**src/rtl/fbp_pkg.sv**
```systemverilog
package fbp_pkg;

  localparam logic [7:0] CMD_ERASE_SETUP = 8'h20;
  localparam logic [7:0] CMD_ERASE_GO    = 8'hD0;
  localparam logic [7:0] CMD_PROG_SETUP  = 8'h40;
  localparam logic [7:0] CMD_STATUS      = 8'h70;
  localparam logic [7:0] CMD_CLR_STATUS  = 8'h50;
  localparam logic [7:0] CMD_READ_MODE   = 8'hFF;
  localparam int         READY_BIT       = 7;
  localparam int         ERR_LO          = 3;
  localparam int         ERR_HI          = 5;

  typedef enum logic [3:0] {
    ST_IDLE,
    ST_ER_SETUP,
    ST_ER_GO,
    ST_PG_SETUP,
    ST_PG_WAIT,
    ST_PG_DATA,
    ST_POLL_CMD,
    ST_POLL_RD,
    ST_POLL_CHK,
    ST_CLR,
    ST_RST,
    ST_VF_RD,
    ST_VF_CHK
  } fbp_state_e;

  // strobes from control to datapath
  typedef struct packed {
    logic       wr;
    logic       rd;
    logic       srcSel;     // write data from source buffer instead of cmd
    logic       atIdx;      // bus address is byte index instead of base
    logic [7:0] cmd;
    logic       startRun;
    logic       idxClr;
    logic       idxInc;
    logic       pollClr;
    logic       pollInc;
    logic       dlyLoad;
    logic       dlyDec;
    logic       grabStatus;
    logic       setTimeout;
    logic       setVerifyFail;
    logic       setDone;
    logic       setProg;
  } fbp_ctl_t;

  // conditions from datapath to control
  typedef struct packed {
    logic idxLast;
    logic pollExpired;
    logic dlyZero;
    logic statusReady;
    logic cmpMatch;
    logic timedOut;
    logic inProg;
  } fbp_stat_t;

endpackage

```
**src/rtl/fbp_datapath.sv**
```systemverilog
module fbp_datapath
  import fbp_pkg::*;
#(
  parameter int ADDR_W     = 13,
  parameter int POLL_LIMIT = 1000000,
  parameter int DLY_CYC    = 50
) (
  input  logic              clk,
  input  logic              rstN,
  input  fbp_ctl_t          ctl,
  input  logic [7:0]        srcData,
  input  logic [7:0]        busRdata,
  output logic [ADDR_W-1:0] srcAddr,
  output logic [ADDR_W-1:0] busAddr,
  output logic [7:0]        busWdata,
  output logic              busWr,
  output logic              busRd,
  output fbp_stat_t         stat,
  output logic              done,
  output logic              timeoutFlag,
  output logic              verifyFail,
  output logic [2:0]        errBits
);

  localparam int POLL_W = $clog2(POLL_LIMIT + 1);
  localparam int DLY_W  = (DLY_CYC > 1) ? $clog2(DLY_CYC) : 1;
  localparam logic [ADDR_W-1:0] IDX_LAST  = {ADDR_W{1'b1}};
  localparam logic [POLL_W-1:0] POLL_END  = POLL_W'(POLL_LIMIT);
  localparam logic [DLY_W-1:0]  DLY_START = DLY_W'(DLY_CYC - 1);

  logic [ADDR_W-1:0] idx;
  logic [POLL_W-1:0] pollCnt;
  logic [DLY_W-1:0]  dlyCnt;
  logic              phaseProg;
  logic [7:0]        expectByte;

  // byte index
  always_ff @(posedge clk or negedge rstN) begin
    if (!rstN) begin
      idx <= '0;
    end else if (ctl.startRun || ctl.idxClr) begin
      idx <= '0;
    end else if (ctl.idxInc) begin
      idx <= idx + 1'b1;
    end
  end

  // poll counter
  always_ff @(posedge clk or negedge rstN) begin
    if (!rstN) begin
      pollCnt <= '0;
    end else if (ctl.pollClr) begin
      pollCnt <= '0;
    end else if (ctl.pollInc && pollCnt != POLL_END) begin
      pollCnt <= pollCnt + 1'b1;
    end
  end

  // setup-to-data delay
  always_ff @(posedge clk or negedge rstN) begin
    if (!rstN) begin
      dlyCnt <= '0;
    end else if (ctl.dlyLoad) begin
      dlyCnt <= DLY_START;
    end else if (ctl.dlyDec && dlyCnt != '0) begin
      dlyCnt <= dlyCnt - 1'b1;
    end
  end

  // phase and sticky result flags
  always_ff @(posedge clk or negedge rstN) begin
    if (!rstN) begin
      phaseProg   <= 1'b0;
      done        <= 1'b0;
      timeoutFlag <= 1'b0;
      verifyFail  <= 1'b0;
      errBits     <= '0;
    end else if (ctl.startRun) begin
      phaseProg   <= 1'b0;
      done        <= 1'b0;
      timeoutFlag <= 1'b0;
      verifyFail  <= 1'b0;
      errBits     <= '0;
    end else begin
      if (ctl.setProg)       phaseProg   <= 1'b1;
      if (ctl.setDone)       done        <= 1'b1;
      if (ctl.setTimeout)    timeoutFlag <= 1'b1;
      if (ctl.setVerifyFail) verifyFail  <= 1'b1;
      if (ctl.grabStatus)    errBits     <= errBits | busRdata[ERR_HI:ERR_LO];
    end
  end

  assign expectByte = phaseProg ? srcData : 8'hFF;

  // bus drive
  assign busWr    = ctl.wr;
  assign busRd    = ctl.rd;
  assign busAddr  = ctl.atIdx ? idx : '0;
  assign busWdata = ctl.srcSel ? srcData : ctl.cmd;
  assign srcAddr  = idx;

  always_comb begin
    stat.idxLast     = (idx == IDX_LAST);
    stat.pollExpired = (pollCnt == POLL_END);
    stat.dlyZero     = (dlyCnt == '0);
    stat.statusReady = busRdata[READY_BIT];
    stat.cmpMatch    = (busRdata == expectByte);
    stat.timedOut    = timeoutFlag;
    stat.inProg      = phaseProg;
  end

endmodule

```
**src/rtl/fbp_ctrl.sv**
```systemverilog
module fbp_ctrl
  import fbp_pkg::*;
(
  input  logic      clk,
  input  logic      rstN,
  input  logic      start,
  input  fbp_stat_t stat,
  output fbp_ctl_t  ctl,
  output logic      busy
);

  fbp_state_e state, nxt;

  always_ff @(posedge clk or negedge rstN) begin
    if (!rstN) state <= ST_IDLE;
    else       state <= nxt;
  end

  assign busy = (state != ST_IDLE);

  always_comb begin
    ctl = '0;
    nxt = state;
    unique case (state)
      ST_IDLE: begin
        if (start) begin
          ctl.startRun = 1'b1;
          nxt          = ST_ER_SETUP;
        end
      end
      ST_ER_SETUP: begin
        ctl.wr  = 1'b1;
        ctl.cmd = CMD_ERASE_SETUP;
        nxt     = ST_ER_GO;
      end
      ST_ER_GO: begin
        ctl.wr      = 1'b1;
        ctl.cmd     = CMD_ERASE_GO;
        ctl.pollClr = 1'b1;
        nxt         = ST_POLL_CMD;
      end
      ST_PG_SETUP: begin
        ctl.wr      = 1'b1;
        ctl.atIdx   = 1'b1;
        ctl.cmd     = CMD_PROG_SETUP;
        ctl.dlyLoad = 1'b1;
        nxt         = ST_PG_WAIT;
      end
      ST_PG_WAIT: begin
        if (stat.dlyZero) nxt = ST_PG_DATA;
        else              ctl.dlyDec = 1'b1;
      end
      ST_PG_DATA: begin
        ctl.wr      = 1'b1;
        ctl.atIdx   = 1'b1;
        ctl.srcSel  = 1'b1;
        ctl.pollClr = 1'b1;
        nxt         = ST_POLL_CMD;
      end
      ST_POLL_CMD: begin
        ctl.wr  = 1'b1;
        ctl.cmd = CMD_STATUS;
        nxt     = ST_POLL_RD;
      end
      ST_POLL_RD: begin
        ctl.rd      = 1'b1;
        ctl.pollInc = 1'b1;
        nxt         = ST_POLL_CHK;
      end
      ST_POLL_CHK: begin
        ctl.grabStatus = 1'b1;
        if (stat.statusReady) begin
          if (stat.inProg && !stat.idxLast) begin
            ctl.idxInc = 1'b1;
            nxt        = ST_PG_SETUP;
          end else begin
            nxt = ST_CLR;
          end
        end else if (stat.pollExpired) begin
          ctl.setTimeout = 1'b1;
          nxt            = ST_CLR;
        end else begin
          nxt = ST_POLL_CMD;
        end
      end
      ST_CLR: begin
        ctl.wr  = 1'b1;
        ctl.cmd = CMD_CLR_STATUS;
        nxt     = ST_RST;
      end
      ST_RST: begin
        ctl.wr  = 1'b1;
        ctl.cmd = CMD_READ_MODE;
        if (stat.timedOut) begin
          ctl.setDone = 1'b1;
          nxt         = ST_IDLE;
        end else begin
          ctl.idxClr = 1'b1;
          nxt        = ST_VF_RD;
        end
      end
      ST_VF_RD: begin
        ctl.rd    = 1'b1;
        ctl.atIdx = 1'b1;
        nxt       = ST_VF_CHK;
      end
      ST_VF_CHK: begin
        if (!stat.cmpMatch) begin
          ctl.setVerifyFail = 1'b1;
          ctl.setDone       = 1'b1;
          nxt               = ST_IDLE;
        end else if (stat.idxLast) begin
          if (stat.inProg) begin
            ctl.setDone = 1'b1;
            nxt         = ST_IDLE;
          end else begin
            ctl.setProg = 1'b1;
            ctl.idxClr  = 1'b1;
            nxt         = ST_PG_SETUP;
          end
        end else begin
          ctl.idxInc = 1'b1;
          nxt        = ST_VF_RD;
        end
      end
      default: nxt = ST_IDLE;
    endcase
  end

endmodule

```
**src/rtl/flash_bank_prog.sv**
```systemverilog
module flash_bank_prog
  import fbp_pkg::*;
#(
  parameter int ADDR_W     = 13,
  parameter int POLL_LIMIT = 1000000,
  parameter int CLK_MHZ    = 50
) (
  input  logic              clk,
  input  logic              rstN,
  input  logic              start,
  output logic [ADDR_W-1:0] srcAddr,
  input  logic [7:0]        srcData,
  output logic [ADDR_W-1:0] busAddr,
  output logic [7:0]        busWdata,
  output logic              busWr,
  output logic              busRd,
  input  logic [7:0]        busRdata,
  output logic              busy,
  output logic              done,
  output logic              timeoutFlag,
  output logic              verifyFail,
  output logic [2:0]        errBits
);

  // one microsecond of setup delay
  localparam int DLY_CYC = (CLK_MHZ < 1) ? 1 : CLK_MHZ;

  fbp_ctl_t  ctl;
  fbp_stat_t stat;

  fbp_ctrl u_ctrl (
    .clk  (clk),
    .rstN (rstN),
    .start(start),
    .stat (stat),
    .ctl  (ctl),
    .busy (busy)
  );

  fbp_datapath #(
    .ADDR_W    (ADDR_W),
    .POLL_LIMIT(POLL_LIMIT),
    .DLY_CYC   (DLY_CYC)
  ) u_dp (
    .clk        (clk),
    .rstN       (rstN),
    .ctl        (ctl),
    .srcData    (srcData),
    .busRdata   (busRdata),
    .srcAddr    (srcAddr),
    .busAddr    (busAddr),
    .busWdata   (busWdata),
    .busWr      (busWr),
    .busRd      (busRd),
    .stat       (stat),
    .done       (done),
    .timeoutFlag(timeoutFlag),
    .verifyFail (verifyFail),
    .errBits    (errBits)
  );

endmodule

```
**config.mk**
```make
export PLATFORM = sky130hd
export DESIGN_NAME = flash_bank_prog
export DESIGN_NICKNAME = d
export VERILOG_FILES = /design/src/rtl/fbp_pkg.sv /design/src/rtl/fbp_datapath.sv /design/src/rtl/fbp_ctrl.sv /design/src/rtl/flash_bank_prog.sv
export SDC_FILE = /design/constraint.sdc
export NUM_CORES = 1
export LEC_CHECK = 0
export BUFFER_PORTS_ARGS = -buffer_cell sky130_fd_sc_hd__buf_2
export CORE_AREA = 10 10 85 87
export CTS_BUF_LIST = sky130_fd_sc_hd__clkbuf_2 sky130_fd_sc_hd__clkbuf_4 sky130_fd_sc_hd__clkbuf_8
export DETAILED_ROUTE_END_ITERATION = 8
export DIE_AREA = 0 0 95 97
export PLACE_DENSITY = 0.85
export SLEW_MARGIN = 20
export SYNTH_ARGS = -nofsm -noshare
export SYNTH_HDL_FRONTEND = slang
export SYNTH_SLANG_ARGS = --single-unit
```
**constraint.sdc**
```tcl
create_clock -name clk -period 3.43 [get_ports clk]
set_input_delay 0.1715 -clock clk [delete_from_list [all_inputs] [get_ports clk]]
set_output_delay 0.1715 -clock clk [all_outputs]
set_load 0.01 [all_outputs]
```
==> flow_summary_export.csv, run 1 <==
group,metric,value,unit
worst_setup_path,crit_path_max_fanout,20,
routing,num_vias,2859,
clocking,post_cts_resized,0,
synthesis,ys.flop_type,"dfrtp_1",
worst_setup_path,crit_chain,"inv_1, nor4_1, o32ai_1, nor4_4, o21ai_2, nor4_1, mux2_2",
clocking,htree_levels,2,
floorplan,die-area,9220,um^2
synthesis,ys_ff_latch,50,
synthesis,yosysSeqAreaShare,40.4,%
synthesis,synth.avg_cell_area,8.44,um^2
clocking,root_buffer,"clkbuf_8",
timing,drv_slew,0,
routing,dr.pass1.iters,5,
place,portBuffers,61,
clocking,post_cts_buffers,0,
timing,setup_viol,0,
synthesis,synth_nets,391,
worst_setup_path,max_stage_delay,510,ps
global_route,grt_pass1_wl,12.8,mm
timing,grt_setup_unrepaired,"false",
global_route,grt_max_degree,51,
routing,final_antenna_net_count,0,
synthesis,netlist_area,3100,um^2
synthesis,yosys.area.top_type_share,40.4,%
place,dpl.hpwl,5.71,mm
layout,final_area,3580,um^2
layout,multiInputGateArea,1720,um^2
floorplan,fp.coreArea,5470,um^2
clocking,cts_tree,"yes",
clocking,cts.sinks,50,
layout,final_nets,450,
global_route,grt-ovfl-total,0,
synthesis,synth_area_leaders,"dfrtp_1 (40%), nor2_1 (5.6%), nand2_1 (5.1%)",
routing,drc,0,
global_route,antenna_found_initial,0,
pwr,max-vdd-ir-drop,0.000389,V
synthesis,async_flop_share,100,%
worst_setup_path,path_buf_inv,1,
worst_setup_path,crit_type,"reg2reg",
synthesis,synthCells,367,
worst_setup_path,crit_top_cell,"nor4_1",
layout,regArea,1250,um^2
synthesis,synth-compound-area-share,14.1,%
floorplan,die_y,97,um
layout,area_delta_synth_final,15.7,%
synthesis,ys_warn_count,0,
hold_path,min_path_type,"in2reg",
routing,drt-initial-drc-count,115,
layout,drive_above_1_share,19.5,%
place,place.gp.congestion,0.858,
layout,n_antenna_cell,0,
clocking,clkTransAtPathRegs,90,ps
synthesis,yosys.area_share.adder,2.02,%
global_route,grt_pass1_vias,2756,
timing,timing.slew.headroom,50.8,%
floorplan,start_util,56.6,%
timing,finalSetupTns,0,ps
synthesis,synth-simple-area-share,30.4,%
worst_setup_path,critPathTopFamily,"simple AND/OR/NAND/NOR gates",
pwr,p_per_area,550,nW/um^2
place,post_dp_cell_area,3460,um^2
worst_setup_path,worstPathRequired,3630,ps
routing,avgRoutedWirePerCell,15.3,um
worst_setup_path,worstSetupStartpointType,"flip-flop",
clocking,hold_buffers,0,
floorplan,fp.dieW,95,um
timing,worst_pin_slew,739,ps
synthesis,synth_cell_types,50,
floorplan,ioPinCount,62,
routing,viasPerCell,5.74,
clocking,clkLatencyLatePin,310,ps
worst_setup_path,crit_arrival,3030,ps
synthesis,synth_xor_area_share,7.35,%
synthesis,synth.area.mux_share,1.74,%
timing,skew,9.89,ps
worst_setup_path,cp-end-kind,"flip-flop",
clocking,cts_buffers,5,
job,cap_viol_max_count,0,
routing,wl,7.64,mm
timing,fin_crit,2840,ps
status,status,"complete, no violations",
synthesis,synth_top_family_by_area,"simple AND/OR/NAND/NOR gates",
timing,period_share,82.7,%
synthesis,yosysTopAreaCell,"dfrtp_1",
timing,max_freq,352,MHz
pwr,p_leak,0.00178,uW
layout,fill_cells,482,
synthesis,synth_edf_count,0,
clocking,clockBufferDepth,2,
timing,finalHoldViolations,0,
worst_setup_path,cpMaxStageDelayCell,"dfrtp_1",
global_route,grtUsageTotal,16.4,%
floorplan,num_rows,27,
==> cells in the final DEF (no fill, tap or decap), types with 2 or more instances in the layout <==
cell type | netlist | layout
a211oi_1 | 3 | 3
a21oi_1 | 20 | 20
a22oi_1 | 2 | 2
a31oi_1 | 2 | 2
and3_1 | 22 | 22
buf_2 | 0 | 60
buf_4 | 1 | 5
clkbuf_8 | 0 | 6
dfrtp_1 | 50 | 50
ha_1 | 5 | 5
inv_1 | 16 | 16
mux2_2 | 3 | 3
mux2i_1 | 2 | 2
nand2_1 | 42 | 42
nand2b_1 | 7 | 7
nand3_1 | 23 | 23
nand3b_1 | 5 | 5
nand4_1 | 3 | 3
nor2_1 | 46 | 46
nor3_1 | 7 | 7
nor4_1 | 3 | 3
nor4b_1 | 5 | 5
nor4bb_1 | 2 | 2
o211ai_1 | 3 | 3
o21ai_0 | 18 | 18
o31ai_1 | 4 | 4
o32ai_1 | 2 | 2
o41ai_1 | 2 | 2
or2_2 | 4 | 4
or3_1 | 4 | 4
or3b_1 | 2 | 2
or4_1 | 4 | 4
xnor2_1 | 8 | 8
xor2_1 | 18 | 18
==> cell type report <==
type | instances | share of cell area [%]
Clock buffer | 6 | 2.30
Clock inverter | 1 | 0.838
Inverter | 16 | 1.68
Multi-Input combinational cell | 287 | 48.0
Sequential cell | 50 | 34.9
Tap cell | 72 | 2.51
Timing Repair Buffer | 66 | 9.71
==> logic make-up (layout without fill, tap and decap cells) <==
family                   Yosys count  after routing
XOR/XNOR                          26             26
buffers and inverters             30             89
adder cells (fa/ha/maj)            5              5
multiplexers                       5              5
AO/OA/AOI/OAI                     68             68
AND/OR/NAND/NOR                  183            183
flip-flops                        50             50
==> tightest hold or removal path: cells and delay by family <==
| kind | cells | cell delay [ps] |
|---|---|---|
| compound gates | 1 | 60 |
| buf+inv | 1 | 110 |
| simple gates | 1 | 70 |
==> per-layer routing <==
| metal | global-route usage [%] | vias to the layer above | share of wire, % |
|---|---|---|---|
| li1 | - | 1410 | - |
| met1 | 21.3 | 1360 | 43 |
| met2 | 26.0 | 83 | 48 |
| met3 | 4.32 | 6 | 8.0 |
| met4 | 4.92 | 0 | 1.0 |
| met5 | 0 | - | 0 |
==> sequential cells by signal, indices dropped and copies added (netlist names), 3 cells and up <==
register,cells
u_dp.errBits,3
u_ctrl.state,4
u_dp.dlyCnt,6
u_dp.srcAddr,13
u_dp.pollCnt,20
==> report_power, final <==
part	internal (uW)	total, uW	switching (uW)
Combinational	290	772	482
Sequential	672	775	103
Clock	233	425	192
==> final timing paths <==
path / end / cells after the start / from / slack (ps)
setup / recovery: u_dp.srcAddr[11] / 7 / u_dp.phaseProg / 590
hold / removal: u_dp.errBits[1] / 3 / busRdata[4] / 140
setup reg to reg: u_dp.srcAddr[11] / 7 / u_dp.phaseProg / 590
hold reg to reg: u_dp.errBits[0] / 2 / u_dp.errBits[0] / 500
max in group asynchronous: u_dp.dlyCnt[2] / 2 / rstN / 2580
min in group asynchronous: u_dp.srcAddr[3] / 2 / rstN / 420
==> cells in the mapped netlist (4+ instances only) <==
library cell  count
a21oi_1          20
and3_1           22
clkbuf_1         12
dfrtp_1          50
ha_1              5
inv_1            16
nand2_1          42
nand2b_1          7
nand3_1          23
nand3b_1          5
nor2_1           46
nor3_1            7
nor4b_1           5
o21ai_0          18
o31ai_1           4
or2_2             4
or3_1             4
or4_1             4
xnor2_1           8
xor2_1           18
==> through the flow <==
stage	setup slack, ps	power, uW	std cells	util, %	hold WS [ps]
finish	593	1970	498	65.5	139
global route	373	2130	498	65.5	168
CTS	595	1980	497	65.2	103
detailed placement	615	1550	490	63.2	446
global placement	754	1520	490	63.2	432
floorplan	1060	1290	367	-	-124
(Power assumes the default switching activity.)
==> run 2, diff against run 1 <==
ABC_AREA = 1   (was unset)
CORE_AREA = 10 10 89 91   (was 10 10 85 87)
DIE_AREA = 0 0 99 101   (was 0 0 95 97)
PLACE_DENSITY = 0.84   (was 0.85)
clock period = 2.96 ns   (was 3.43 ns; I/O delays follow)
==> run 2 against run 1 <==
Clock power up 37%. Synthesized cell count up 41%. Power up 28%. Combinational power up 37%. Flip-flop and latch count unchanged. Largest cell class unchanged. Highest routed layer unchanged.
==> flow_summary_export.csv, run 2 <==
group,metric,value,unit
status,status,"complete, no violations",
timing,timing.slew.headroom,54.0,%
synthesis,synth_edf_count,0,
floorplan,fp.dieW,99,um
global_route,antenna_found_initial,0,
synthesis,netlist_area,3460,um^2
layout,drive_above_1_share,16.8,%
timing,period_share,82.7,%
synthesis,yosysTopAreaCell,"dfrtp_1",
routing,drc,0,
routing,dr.pass1.iters,6,
clocking,root_buffer,"clkbuf_8",
worst_setup_path,worstPathRequired,2810,ps
layout,final_area,3970,um^2
timing,worst_pin_slew,689,ps
synthesis,synth_nets,543,
timing,fin_crit,2450,ps
clocking,cts.sinks,50,
layout,final_nets,606,
hold_path,holdPathStages,3,
layout,final_common_cell,"nand2_1",
job,cap_viol_max_count,0,
synthesis,synth_common_cells,"nand2_1 (134), nor2_1 (76), inv_1 (75), dfrtp_1 (50), nand3_1 (44)",
place,portBuffers,61,
synthesis,post-synth-top-count-cell,"nand2_1",
clocking,cts_buffers,5,
routing,drt-initial-drc-count,176,
place,post_dp_cell_area,3820,um^2
clocking,clkLatencyLatePin,300,ps
layout,largest_reg_flops,20,
floorplan,fp.coreArea,6200,um^2
synthesis,ys_ff_latch,50,
floorplan,start_util,55.8,%
worst_setup_path,crit_arrival,2300,ps
timing,skew,11.2,ps
synthesis,ys.flop_type,"dfrtp_1",
routing,avgRoutedWirePerCell,13.4,um
timing,grt_setup_unrepaired,"false",
worst_setup_path,worstSetupStartpointType,"flip-flop",
routing,viasPerCell,5.45,
place,place.gp.congestion,1.02,
global_route,grt-ovfl-total,0,
clocking,cts_tree,"yes",
clocking,clkTransAtPathRegs,90,ps
place,dpl.hpwl,6.96,mm
clocking,clockBufferDepth,2,
timing,finalSetupTns,0,ps
layout,regMostFlops,"u_dp.pollCnt",
routing,num_vias,3594,
synthesis,yosysSeqAreaShare,36.1,%
global_route,grt_max_degree,27,
timing,finalHoldViolations,0,
layout,n_antenna_cell,0,
worst_setup_path,crit_path_max_fanout,16,
synthesis,synth_area_leaders,"dfrtp_1 (36%), nand2_1 (15%), nor2_1 (8.2%)",
pwr,p_leak,0.00207,uW
floorplan,ioPinCount,62,
worst_setup_path,cp-end-kind,"output pin",
synthesis,ys_warn_count,0,
global_route,grt_pass1_wl,14.9,mm
global_route,grtUsageTotal,17.3,%
clocking,htree_levels,2,
worst_setup_path,crit_type,"reg2out",
timing,setup_viol,0,
synthesis,yosys.area.top_type_share,36.1,%
floorplan,die_y,101,um
layout,layout_common_cells,"nand2_1 (134), nor2_1 (76), inv_1 (75)",
floorplan,die-area,10000,um^2
pwr,max-vdd-ir-drop,0.000338,V
global_route,grt_pass1_vias,3319,
synthesis,synth_cell_types,34,
timing,max_freq,408,MHz
synthesis,synth.avg_cell_area,6.68,um^2
pwr,p_per_area,636,nW/um^2
hold_path,min_path_type,"in2reg",
timing,drv_slew,0,
synthesis,async_flop_share,100,%
routing,wl,8.83,mm
worst_setup_path,worstRegToRegCells,7,
synthesis,synthCells,519,
timing,timing.hold.ws,111,ps
layout,area_delta_synth_final,14.6,%
clocking,post_cts_resized,0,
routing,final_antenna_net_count,0,
layout,fin_util,64.0,%
floorplan,num_rows,29,
==> run 2: cell count changes after synthesis, moves of 9 or more <==
cell and change:
nand2_1 +92, inv_1 +59, nor2_1 +30, and3_1 -22, nand3_1 +21, clkbuf_1 -12, o21ai_0 +12, nor3_1 +9
==> run 2: per-layer routing <==
layer	routed length [um]	global-route usage, %	vias up
li1	-	-	1762
met3	764	4.18	26
met5	0	0	-
met2	4320	29.7	165
met4	209	6.39	0
met1	3530	20.4	1641
==> run 2: stage by stage <==
stage / setup slack, ps / total power [uW] / std cells
after detailed placement: 856 / 1950 / 651
final: 512 / 2520 / 660
after floorplan: 1250 / 1620 / 519
after CTS: 520 / 2530 / 660
after global placement: 935 / 1920 / 651
after global routing: 300 / 2700 / 660
==> run 2: critical path, cell delays in order (launching register included) <==
cell,delay [ps]
dfrtp_1,450
nand2_1,220
nor2_4,80
nor2_2,530
inv_1,250
nor2_1,210
a22oi_1,90
buf_2,150
==> run 2: power breakdown <==
part	switching, uW	internal, uW	leakage [uW]
sequential	86.8	792	0.000676
clock	224	360	0.0000714
combinational	735	327	0.00132
total	1050	1480	0.00207
==> run 2: repair_timing <==
| item | CTS | global route |
|---|---|---|
| buffers inserted | 0 | 0 |
| hold buffers | 1 | 0 |
| hold endpoints to repair | 24 | 0 |
==> run 2: worst paths after layout <==
| path | start | endpoint | slack [ps] |
|---|---|---|---|
| hold reg to reg | u_dp.dlyCnt[5] | u_dp.dlyCnt[5] | 490 |
| min in group asynchronous | rstN | u_dp.errBits[0] | 360 |
| max in group asynchronous | rstN | u_dp.srcAddr[2] | 1850 |
| setup reg to reg | u_ctrl.state[2] | u_dp.pollCnt[17] | 890 |
| setup / recovery | u_ctrl.state[2] | busWdata[6] | 510 |
| hold / removal | busRdata[3] | u_dp.errBits[0] | 110 |
==> run 2: kinds of logic after synthesis <==
kind of cell | share of synthesized area, %
flip-flops | 36.1
AND/OR/NAND/NOR | 38.9
adder cells (fa/ha/maj) | 1.81
AO/OA/AOI/OAI | 8.59
XOR/XNOR | 3.79
buffers and inverters | 10.8
==> run 2: area by class of cell <==
cell class	instances	area, um^2
clock buffers	6	82.6
clock inverters	2	60.1
repair buffers	64	330
multi-input cells	379	1840
inverters	82	309
fillers	538	2240
well taps	77	96.3
flip-flops and latches	50	1250
==> run 3, diff against run 2 <==
CORE_AREA = 10 10 92 94   (was 10 10 89 91)
DIE_AREA = 0 0 102 104   (was 0 0 99 101)
PLACE_DENSITY = 0.82   (was 0.84)
clock period = 2.2 ns   (was 2.96 ns; I/O delays follow)
==> run 3 against run 2 <==
Clock-buffer cell count shrank 1. Flip-flop and latch count stayed put. Non-clock buffer count rose by 6. Global-route usage fell by 0.63 points. Critical endpoint unchanged. Worst setup slack worse by 290 ps. Clock power down 10%. Clock skew down 6.0 ps. Wire length up 2.4%. Die area increased by 6.1%. Sequential share of layout area about the same. Power up 27%. Sequential power up 34%. Largest cell class unchanged.
==> flow_summary_export.csv, run 3 (synthesis results as in run 2) <==
group,metric,value,unit
worst_setup_path,worstPathRequired,2090,ps
pwr,max-vdd-ir-drop,0.000344,V
timing,drv_slew,0,
global_route,grt_max_degree,21,
global_route,groute.layer.met1.usage,20.4,%
layout,final_nets,612,
floorplan,num_rows,30,
clocking,htree_levels,2,
worst_setup_path,crit_type,"reg2out",
timing,period_share,89.8,%
pwr,p_per_area,807,nW/um^2
global_route,grt_pass1_vias,3313,
routing,final_antenna_net_count,0,
worst_setup_path,crit_arrival,1870,ps
timing,worst_pin_slew,598,ps
timing,setup_viol,0,
global_route,antenna_found_initial,0,
place,place.gp.congestion,0.966,
place,portBuffers,61,
hold_path,holdPathStages,3,
status,status,"complete, no violations",
worst_setup_path,crit_path_max_fanout,6,
timing,max_freq,506,MHz
layout,n_antenna_cell,0,
layout,drive_above_1_share,17.9,%
timing,grt_setup_unrepaired,"false",
floorplan,fp.dieW,102,um
clocking,cts_buffers,5,
clocking,clkLatencyLatePin,300,ps
floorplan,start_util,51.9,%
job,cap_viol_max_count,0,
layout,area_delta_synth_final,14.7,%
routing,drt-initial-drc-count,307,
clocking,clockBufferDepth,2,
routing,viasPerCell,5.37,
worst_setup_path,worstSetupStartpointType,"flip-flop",
timing,fin_crit,1980,ps
floorplan,fp.coreArea,6680,um^2
layout,final_common_cell,"nand2_1",
global_route,grt.met2_usage,27.9,%
layout,final_area,3970,um^2
hold_path,min_path_type,"in2reg",
global_route,grtUsageTotal,16.7,%
timing,timing.slew.headroom,60.1,%
worst_setup_path,worstRegToRegCells,11,
global_route,grt_pass1_wl,14.9,mm
place,post_dp_cell_area,3830,um^2
clocking,cts_tree,"yes",
pwr,p_leak,0.00206,uW
routing,avgRoutedWirePerCell,13.5,um
place,dpl.hpwl,6.94,mm
worst_setup_path,cp-end-kind,"output pin",
floorplan,ioPinCount,62,
global_route,groute.layer.met3.usage,3.99,%
global_route,grt-ovfl-total,0,
clocking,root_buffer,"clkbuf_8",
global_route,top_usage_layer,"met2",
layout,regMostFlops,"u_dp.pollCnt",
routing,wl,9.04,mm
layout,largest_reg_flops,20,
routing,dr.pass1.iters,8,
timing,finalSetupTns,0,ps
timing,finalHoldViolations,0,
layout,layout_common_cells,"nand2_1 (134), nor2_1 (76), inv_1 (74)",
floorplan,die-area,10600,um^2
routing,num_vias,3587,
floorplan,die_y,104,um
clocking,cts.sinks,50,
timing,skew,5.24,ps
clocking,clkTransAtPathRegs,90,ps
routing,drc,0,
[run 3: timing repair]
action | 4_1_cts | 5_1_grt
endpoints found under the setup margin | 5 | 6
pin swaps | 0 | 2
cloned | 0 | 0
hold buffers | 1 | 0
endpoints found under the hold margin | 18 | 0
setup buffers | 0 | 5
gates resized for setup | 2 | 2
[run 3: path summary, 6_finish.rpt]
check,slack [ps],end,from
setup / recovery,220,busWdata[6],u_ctrl.state[0]
hold / removal,60,u_dp.errBits[0],busRdata[3]
setup reg to reg,260,u_dp.pollCnt[2],u_dp.pollCnt[0]
hold reg to reg,490,u_dp.dlyCnt[5],u_dp.dlyCnt[5]
max in group asynchronous,1310,u_dp.pollCnt[15],rstN
min in group asynchronous,290,u_dp.srcAddr[11],rstN
[run 3: where the power goes]
group          total, uW  switching (uW)  internal [uW]
clock network        524             306            218
registers           1180             115           1070
logic               1500            1010            486
[run 3: layout make-up]
class,count,area (um^2)
Inverter,82,309
Fill cell,610,2710
Sequential cell,50,1250
Clock buffer,5,68.8
Tap cell,80,100
Timing Repair Buffer,70,375
Clock inverter,2,15.0
Multi-Input combinational cell,379,1850
[run 3: per-layer routing]
| layer | vias to the layer above | wire (um) |
|---|---|---|
| met4 | 0 | 127 |
| met1 | 1645 | 3810 |
| li1 | 1781 | - |
| met2 | 147 | 4400 |
| met5 | - | 0 |
| met3 | 14 | 701 |
[run 3: per-stage QoR]
stage / hold WS, ps / std cells / utilization, % / power, uW / worst slack (ps)
2_1_floorplan: -186 / 519 / - / 2180 / 490
3_3_place_gp: 94.6 / 655 / 57.3 / 2570 / 177
3_5_place_dp: 102 / 655 / 57.3 / 2610 / 107
4_1_cts: 57.8 / 663 / 58.8 / 3160 / 19.8
5_1_grt: 56.1 / 668 / 59.5 / 3460 / 82.8
6_report: 56.4 / 668 / 59.5 / 3200 / 225
[run 3: critical path, cell delays in order, from the launching register on]
cell	delay, ps
dfrtp_1	380
inv_1	70
or2_2	340
nor2_4	180
nor2_4	70
inv_2	110
nor2_1	80
a22oi_1	160
buf_2	170
